[src/rtl/pin_ctrl_pkg.sv]
package pin_ctrl_pkg;

    localparam int CODE_W = 3;

    localparam logic [CODE_W-1:0] PC_DRV0 = 3'd0;
    localparam logic [CODE_W-1:0] PC_DRV1 = 3'd1;
    localparam logic [CODE_W-1:0] PC_HIZ  = 3'd2;
    localparam logic [CODE_W-1:0] PC_TSTH = 3'd3;
    localparam logic [CODE_W-1:0] PC_TSTL = 3'd4;
    localparam logic [CODE_W-1:0] PC_CLKO = 3'd5;

    typedef struct packed {
        logic en;
        logic val;
        logic use_clk;
    } drive_t;

    function automatic drive_t decode_drive(input logic [CODE_W-1:0] code);
        drive_t d;
        d = '0;
        case (code)
            PC_DRV0: d.en = 1'b1;
            PC_DRV1: begin d.en = 1'b1; d.val = 1'b1; end
            PC_CLKO: begin d.en = 1'b1; d.use_clk = 1'b1; end
            default: d = '0;
        endcase
        return d;
    endfunction

    function automatic logic test_miss(input logic [CODE_W-1:0] code,
                                       input logic pin);
        return ((code == PC_TSTH) && !pin) || ((code == PC_TSTL) && pin);
    endfunction

endpackage

[src/rtl/pin_line_timing.sv]
module pin_line_timing (
    input  logic clk,
    input  logic rst,
    input  logic running,
    input  logic line_clk,
    input  logic last_clk,
    output logic load,
    output logic strobe
);
    logic clk_q;
    logic run_q;
    logic rise;
    logic fall;

    always_ff @(posedge clk) begin
        if (rst) begin
            clk_q <= 1'b0;
            run_q <= 1'b0;
        end else begin
            clk_q <= line_clk;
            run_q <= running;
        end
    end

    assign rise   = line_clk & ~clk_q;
    assign fall   = ~line_clk & clk_q;
    assign load   = running & (~run_q | (fall & last_clk));
    assign strobe = running & rise & last_clk;
endmodule

[src/rtl/pin_cell.sv]
module pin_cell
    import pin_ctrl_pkg::*;
(
    input  logic              clk,
    input  logic              rst,
    input  logic              load,
    input  logic [CODE_W-1:0] code_nxt,
    input  logic              running,
    input  logic              line_clk,
    input  logic              strobe,
    input  logic              pin_in,
    output logic              pin_out,
    output logic              pin_oe,
    output logic              fail
);
    logic [CODE_W-1:0] code_q;
    drive_t            drv;

    always_ff @(posedge clk) begin
        if (rst)       code_q <= PC_HIZ;
        else if (load) code_q <= code_nxt;
    end

    always_comb begin
        drv     = decode_drive(code_q);
        pin_oe  = drv.en & running;
        pin_out = pin_oe & (drv.use_clk ? line_clk : drv.val);
        fail    = strobe & test_miss(code_q, pin_in);
    end
endmodule

[src/rtl/pin_fail_gather.sv]
module pin_fail_gather #(
    parameter int NCH = 16,
    parameter int GRP = 8
) (
    input  logic                 clk,
    input  logic                 rst,
    input  logic [NCH-1:0]       miss,
    output logic [NCH/GRP-1:0]   grp_stb,
    output logic                 line_fail,
    output logic [NCH-1:0]       mask
);
    localparam int NGRP = NCH / GRP;

    logic [NGRP-1:0] grp_hit;

    for (genvar g = 0; g < NGRP; g++) begin : g_grp
        assign grp_hit[g] = |miss[g*GRP +: GRP];
    end

    always_ff @(posedge clk) begin
        if (rst) begin
            grp_stb   <= '0;
            line_fail <= 1'b0;
            mask      <= '0;
        end else begin
            grp_stb   <= grp_hit;
            line_fail <= |miss;
            mask      <= mask | miss;
        end
    end
endmodule

[src/rtl/pin_ctrl_unit.sv]
module pin_ctrl_unit
    import pin_ctrl_pkg::*;
#(
    parameter int NCH = 16,
    parameter int GRP = 8
) (
    input  logic                   clk,
    input  logic                   rst,
    input  logic                   running,
    input  logic                   line_clk,
    input  logic                   last_clk,
    input  logic [NCH*CODE_W-1:0]  code_in,
    input  logic [NCH-1:0]         pin_in,
    output logic [NCH-1:0]         pin_out,
    output logic [NCH-1:0]         pin_oe,
    output logic [NCH/GRP-1:0]     fail_grp_stb,
    output logic                   line_fail,
    output logic [NCH-1:0]         fail_mask
);
    logic           load;
    logic           strobe;
    logic [NCH-1:0] miss;

    pin_line_timing u_timing (
        .clk      (clk),
        .rst      (rst),
        .running  (running),
        .line_clk (line_clk),
        .last_clk (last_clk),
        .load     (load),
        .strobe   (strobe)
    );

    for (genvar i = 0; i < NCH; i++) begin : g_ch
        pin_cell u_cell (
            .clk      (clk),
            .rst      (rst),
            .load     (load),
            .code_nxt (code_in[i*CODE_W +: CODE_W]),
            .running  (running),
            .line_clk (line_clk),
            .strobe   (strobe),
            .pin_in   (pin_in[i]),
            .pin_out  (pin_out[i]),
            .pin_oe   (pin_oe[i]),
            .fail     (miss[i])
        );
    end

    pin_fail_gather #(.NCH(NCH), .GRP(GRP)) u_gather (
        .clk       (clk),
        .rst       (rst),
        .miss      (miss),
        .grp_stb   (fail_grp_stb),
        .line_fail (line_fail),
        .mask      (fail_mask)
    );
endmodule

[config.mk]
export PLATFORM = sky130hd
export DESIGN_NAME = pin_ctrl_unit
export DESIGN_NICKNAME = d
export VERILOG_FILES = /design/src/rtl/pin_ctrl_pkg.sv /design/src/rtl/pin_line_timing.sv /design/src/rtl/pin_cell.sv /design/src/rtl/pin_fail_gather.sv /design/src/rtl/pin_ctrl_unit.sv
export SDC_FILE = /design/constraint.sdc
export NUM_CORES = 1
export LEC_CHECK = 0
export BUFFER_PORTS_ARGS = -buffer_cell sky130_fd_sc_hd__clkbuf_2
export CAP_MARGIN = 20
export CORE_ASPECT_RATIO = 0.7
export CORE_UTILIZATION = 50
export CTS_CLUSTER_DIAMETER = 120
export CTS_CLUSTER_SIZE = 25
export DETAILED_ROUTE_END_ITERATION = 6
export PLACE_DENSITY = 0.91
export SLEW_MARGIN = 10
export SYNTH_ARGS = -nofsm -noshare
export SYNTH_HDL_FRONTEND = slang
export SYNTH_HIERARCHICAL = 1
export SYNTH_SLANG_ARGS = --single-unit
[constraint.sdc]
create_clock -name clk -period 5.9 [get_ports clk]
set_input_delay 0.295 -clock clk [delete_from_list [all_inputs] [get_ports clk]]
set_output_delay 0.295 -clock clk [all_outputs]
set_load 0.05 [all_outputs]
==> results.rst <==
.. list-table::
   :header-rows: 1

   * - Metric
     - Value
   * - WL/cell
     - 15.06 microns
   * - Leading area contributor after synthesis
     - dfxtp_1
   * - Core ar.
     - 0.006306 sq mm
   * - Die outline height
     - 70.08 microns
   * - Tightest Pin Transition
     - 0.8621 ns
   * - Setup repair bufs after CTS
     - 0
   * - Drt total wl
     - 8297 microns
   * - Global route hottest layer
     - met2
   * - Cells taking the most area after synthesis
     - dfxtp_1, and4bb_1, mux2i_1
   * - Layout cells sized above 1
     - 0.2939
   * - Global routing usage on met1
     - 0.3352
   * - Final RePlAce weighted congestion
     - 0.7980
   * - Setup TNS
     - 0 ns
   * - Met2 capacity usage during global routing
     - 0.3843
   * - Port-buffer cells
     - 119
   * - Clock root cell
     - clkbuf_8
   * - Number of buffers inserted during clock tree synthesis
     - 9
   * - Part of the power in registers
     - 0.507
   * - Sw power
     - 272.7 uW
   * - Number of antenna violations at the first check in global routing
     - 0
   * - Vias per std cell
     - 5.359
   * - Maximum vdd ir drop
     - 0.1406 mV
   * - Comb power frac
     - 0.155
   * - # setup viols final
     - 0
   * - Max-slew headroom at the worst pin
     - 0.4253
   * - Total of flip-flops plus latches after synthesis
     - 69
   * - Max-slew violation total from the final report
     - 0
   * - Data arrival at the endpoint of the critical path
     - 2.17 ns
   * - Most repeated cell in the gate-level netlist after synthesis
     - dfxtp_1
   * - Max-cap check violation count
     - 0
   * - Vias in the first global route
     - 2772
   * - Die area
     - 0.006956 sq mm
   * - Count of flip-flops with a built-in enable after synthesis
     - 0
   * - Clock period minus worst slack
     - 1.947 ns
   * - Async S/R FF share, synth
     - 0
   * - Initial core utilization
     - 0.5250
   * - Highest clock rate
     - 513.5 MHz
   * - Share of total power in the clock network
     - 0.338
   * - Maximum fanout along the worst path
     - 64
   * - Number of top-level pins
     - 120
   * - Count of cells resized by post-cts repair
     - 0
   * - Final count of hold timing violations
     - 0
   * - Area share of the largest cell type after synthesis
     - 0.4172
   * - Global-route congestion overflow total
     - 0
   * - Net count reported at finish
     - 538
   * - Share of synthesized area occupied by flip-flops and latches
     - 0.4172
   * - CTS tree
     - yes
   * - RSZ-0062 raised after global routing
     - no
   * - GRT Resource Usage Total
     - 0.2439
   * - Most common library cells after synthesis
     - dfxtp_1, nor2_1, nor2b_1
   * - CTS sink cnt
     - 69
   * - Most instantiated flip-flop cell in the synthesis netlist
     - dfxtp_1
   * - # H-tree levels
     - 3
   * - Pin count of the biggest net entering global routing
     - 65
   * - Clock latency on the worst-skew pair
     - 0.33 ns
   * - Wire length of the first global-routing pass
     - 13350 microns
   * - CP Class
     - in2reg
   * - Portion of the clock cycle consumed by the worst path in the final layout
     - 0.3301
   * - Remaining antenna violation count after routing
     - 0
   * - Data required time of the critical path
     - 6.13 ns
   * - Die width
     - 99.26 microns
   * - Number of unique standard cell types used by synthesis
     - 18
   * - Vias
     - 2953
   * - Number of cells produced by synthesis
     - 339
   * - Maximum clock insertion buffer count
     - 2
   * - Number of diodes
     - 0
   * - Syn. warnings
     - 6
   * - Total power per unit cell area
     - 242.4 mW/mm^2
   * - Path class of the lowest-slack min-delay path
     - in2reg
   * - Cell internal pwr
     - 744.3 uW
   * - Synthesized area divided by synthesized cell count
     - 9.766 sq um
   * - Number of iterations in the first detailed-routing pass
     - 4
   * - Synth Cell Area
     - 0.003311 sq mm
   * - Final Util
     - 0.6653
   * - DRC
     - 0
   * - Clock transition time at the flip-flop clock pins of the worst setup and hold paths
     - 0.07 ns
   * - Met3 usage
     - 0.05305
   * - Hold-fix buffer count after cts
     - 0
   * - Element type at the critical path end
     - flip-flop
   * - Switching share of power
     - 0.2682
   * - Final setup slack of the worst path
     - 3.953 ns
   * - Site row count
     - 24
   * - Status
     - finished, final reports clean
   * - Startpoint types
     - primary input
   * - DRC violation total after the first TritonRoute iteration
     - 111
   * - Post-DP HPWL
     - 5749 microns
   * - Final Power
     - 1.017 mW
   * - Leakage dissipation
     - 2.041 nW
   * - Syn Nets
     - 408
   * - Synth-to-layout area growth
     - 26.72%
   * - Post-placement worst setup slack
     - 3.632 ns
   * - Setup skew after layout
     - 0.009793 ns
-- placed cells by master (no fill, tap or decap) --
master    instances
clkbuf_8         12
nor4_2            3
dfxtp_1          69
a21oi_1          18
a211o_1          16
o21a_1           16
nor4_4            1
mux2i_1          32
and4b_1           1
inv_1            16
nand3b_1         17
clkbuf_2        119
nor3b_1          16
nor2_1           64
and4bb_1         32
buf_4             2
nor2b_1          34
clkbuf_1          2
a21boi_4          1
a41oi_1           1
clkinv_2          1
-- per-layer routing --
| metal | up-vias | wire length [microns] | share of wire |
|---|---|---|---|
| li1 | 1480 | - | - |
| met1 | 1375 | 4142 | 0.50 |
| met2 | 87 | 3691 | 0.44 |
| met3 | 11 | 376 | 0.045 |
| met4 | 0 | 87 | 0.010 |
| met5 | - | 0 | 0 |
-- power by group through the flow --
stage               clock, mW  combinational (mW)  sequential (mW)
floorplan                   0               0.104            0.522
global placement            0               0.153            0.522
detailed placement          0               0.157            0.525
CTS                     0.353               0.158            0.515
global route            0.374               0.171            0.519
finish                  0.344               0.158            0.515
-- through the flow --
step,instances,hold WS (ns),instance area (sq um)
2_1_floorplan,339,0.3666,3311
4_1_cts,551,0.1466,4195
5_1_grt,551,0.1584,4195
3_3_place_gp,536,0.4652,4018
6_report,551,0.1638,4195
3_5_place_dp,536,0.4575,4018
-- logic make-up after synthesis --
group / count (synthesis) / synth area share
mux: 32 / 0.09675
simple gates: 168 / 0.3534
flops: 69 / 0.4172
compound gates: 52 / 0.1107
buf+inv: 18 / 0.02192
-- layout make-up --
cell class | instances | area (sq um)
well taps | 78 | 97.59
flip-flops and latches | 69 | 1381
multi-input cells | 252 | 1868
fillers | 506 | 2111
inverters | 16 | 60.06
clock buffers | 14 | 172.7
repair buffers | 121 | 610.6
clock inverters | 1 | 5.005
-- registers in the layout, indices dropped and copies added (netlist names) --
register            count
g_ch.u_cell/code_q     48
u_gather/line_fail      1
u_timing/run_q          1
u_timing/clk_q          1
u_gather/grp_stb        2
u_gather/mask          16
-- final timing paths --
check	from	endpoint	slack, ns	cells after the start
worst max-delay path	running	g_ch[10].u_cell/code_q[1]	3.95	5
worst min-delay path	code_in[34]	g_ch[11].u_cell/code_q[1]	0.16	2
worst max register to register	u_timing/clk_q	g_ch[10].u_cell/code_q[1]	4.10	5
worst min register to register	u_gather/mask[11]	u_gather/mask[11]	0.48	2
-- critical path, stage by stage --
cell      delay (ns)
clkbuf_2        0.50
a21boi_4        0.27
buf_4           0.66
nor2b_1         0.12
a211o_1         0.25
Power figures use the tool's default switching activity.
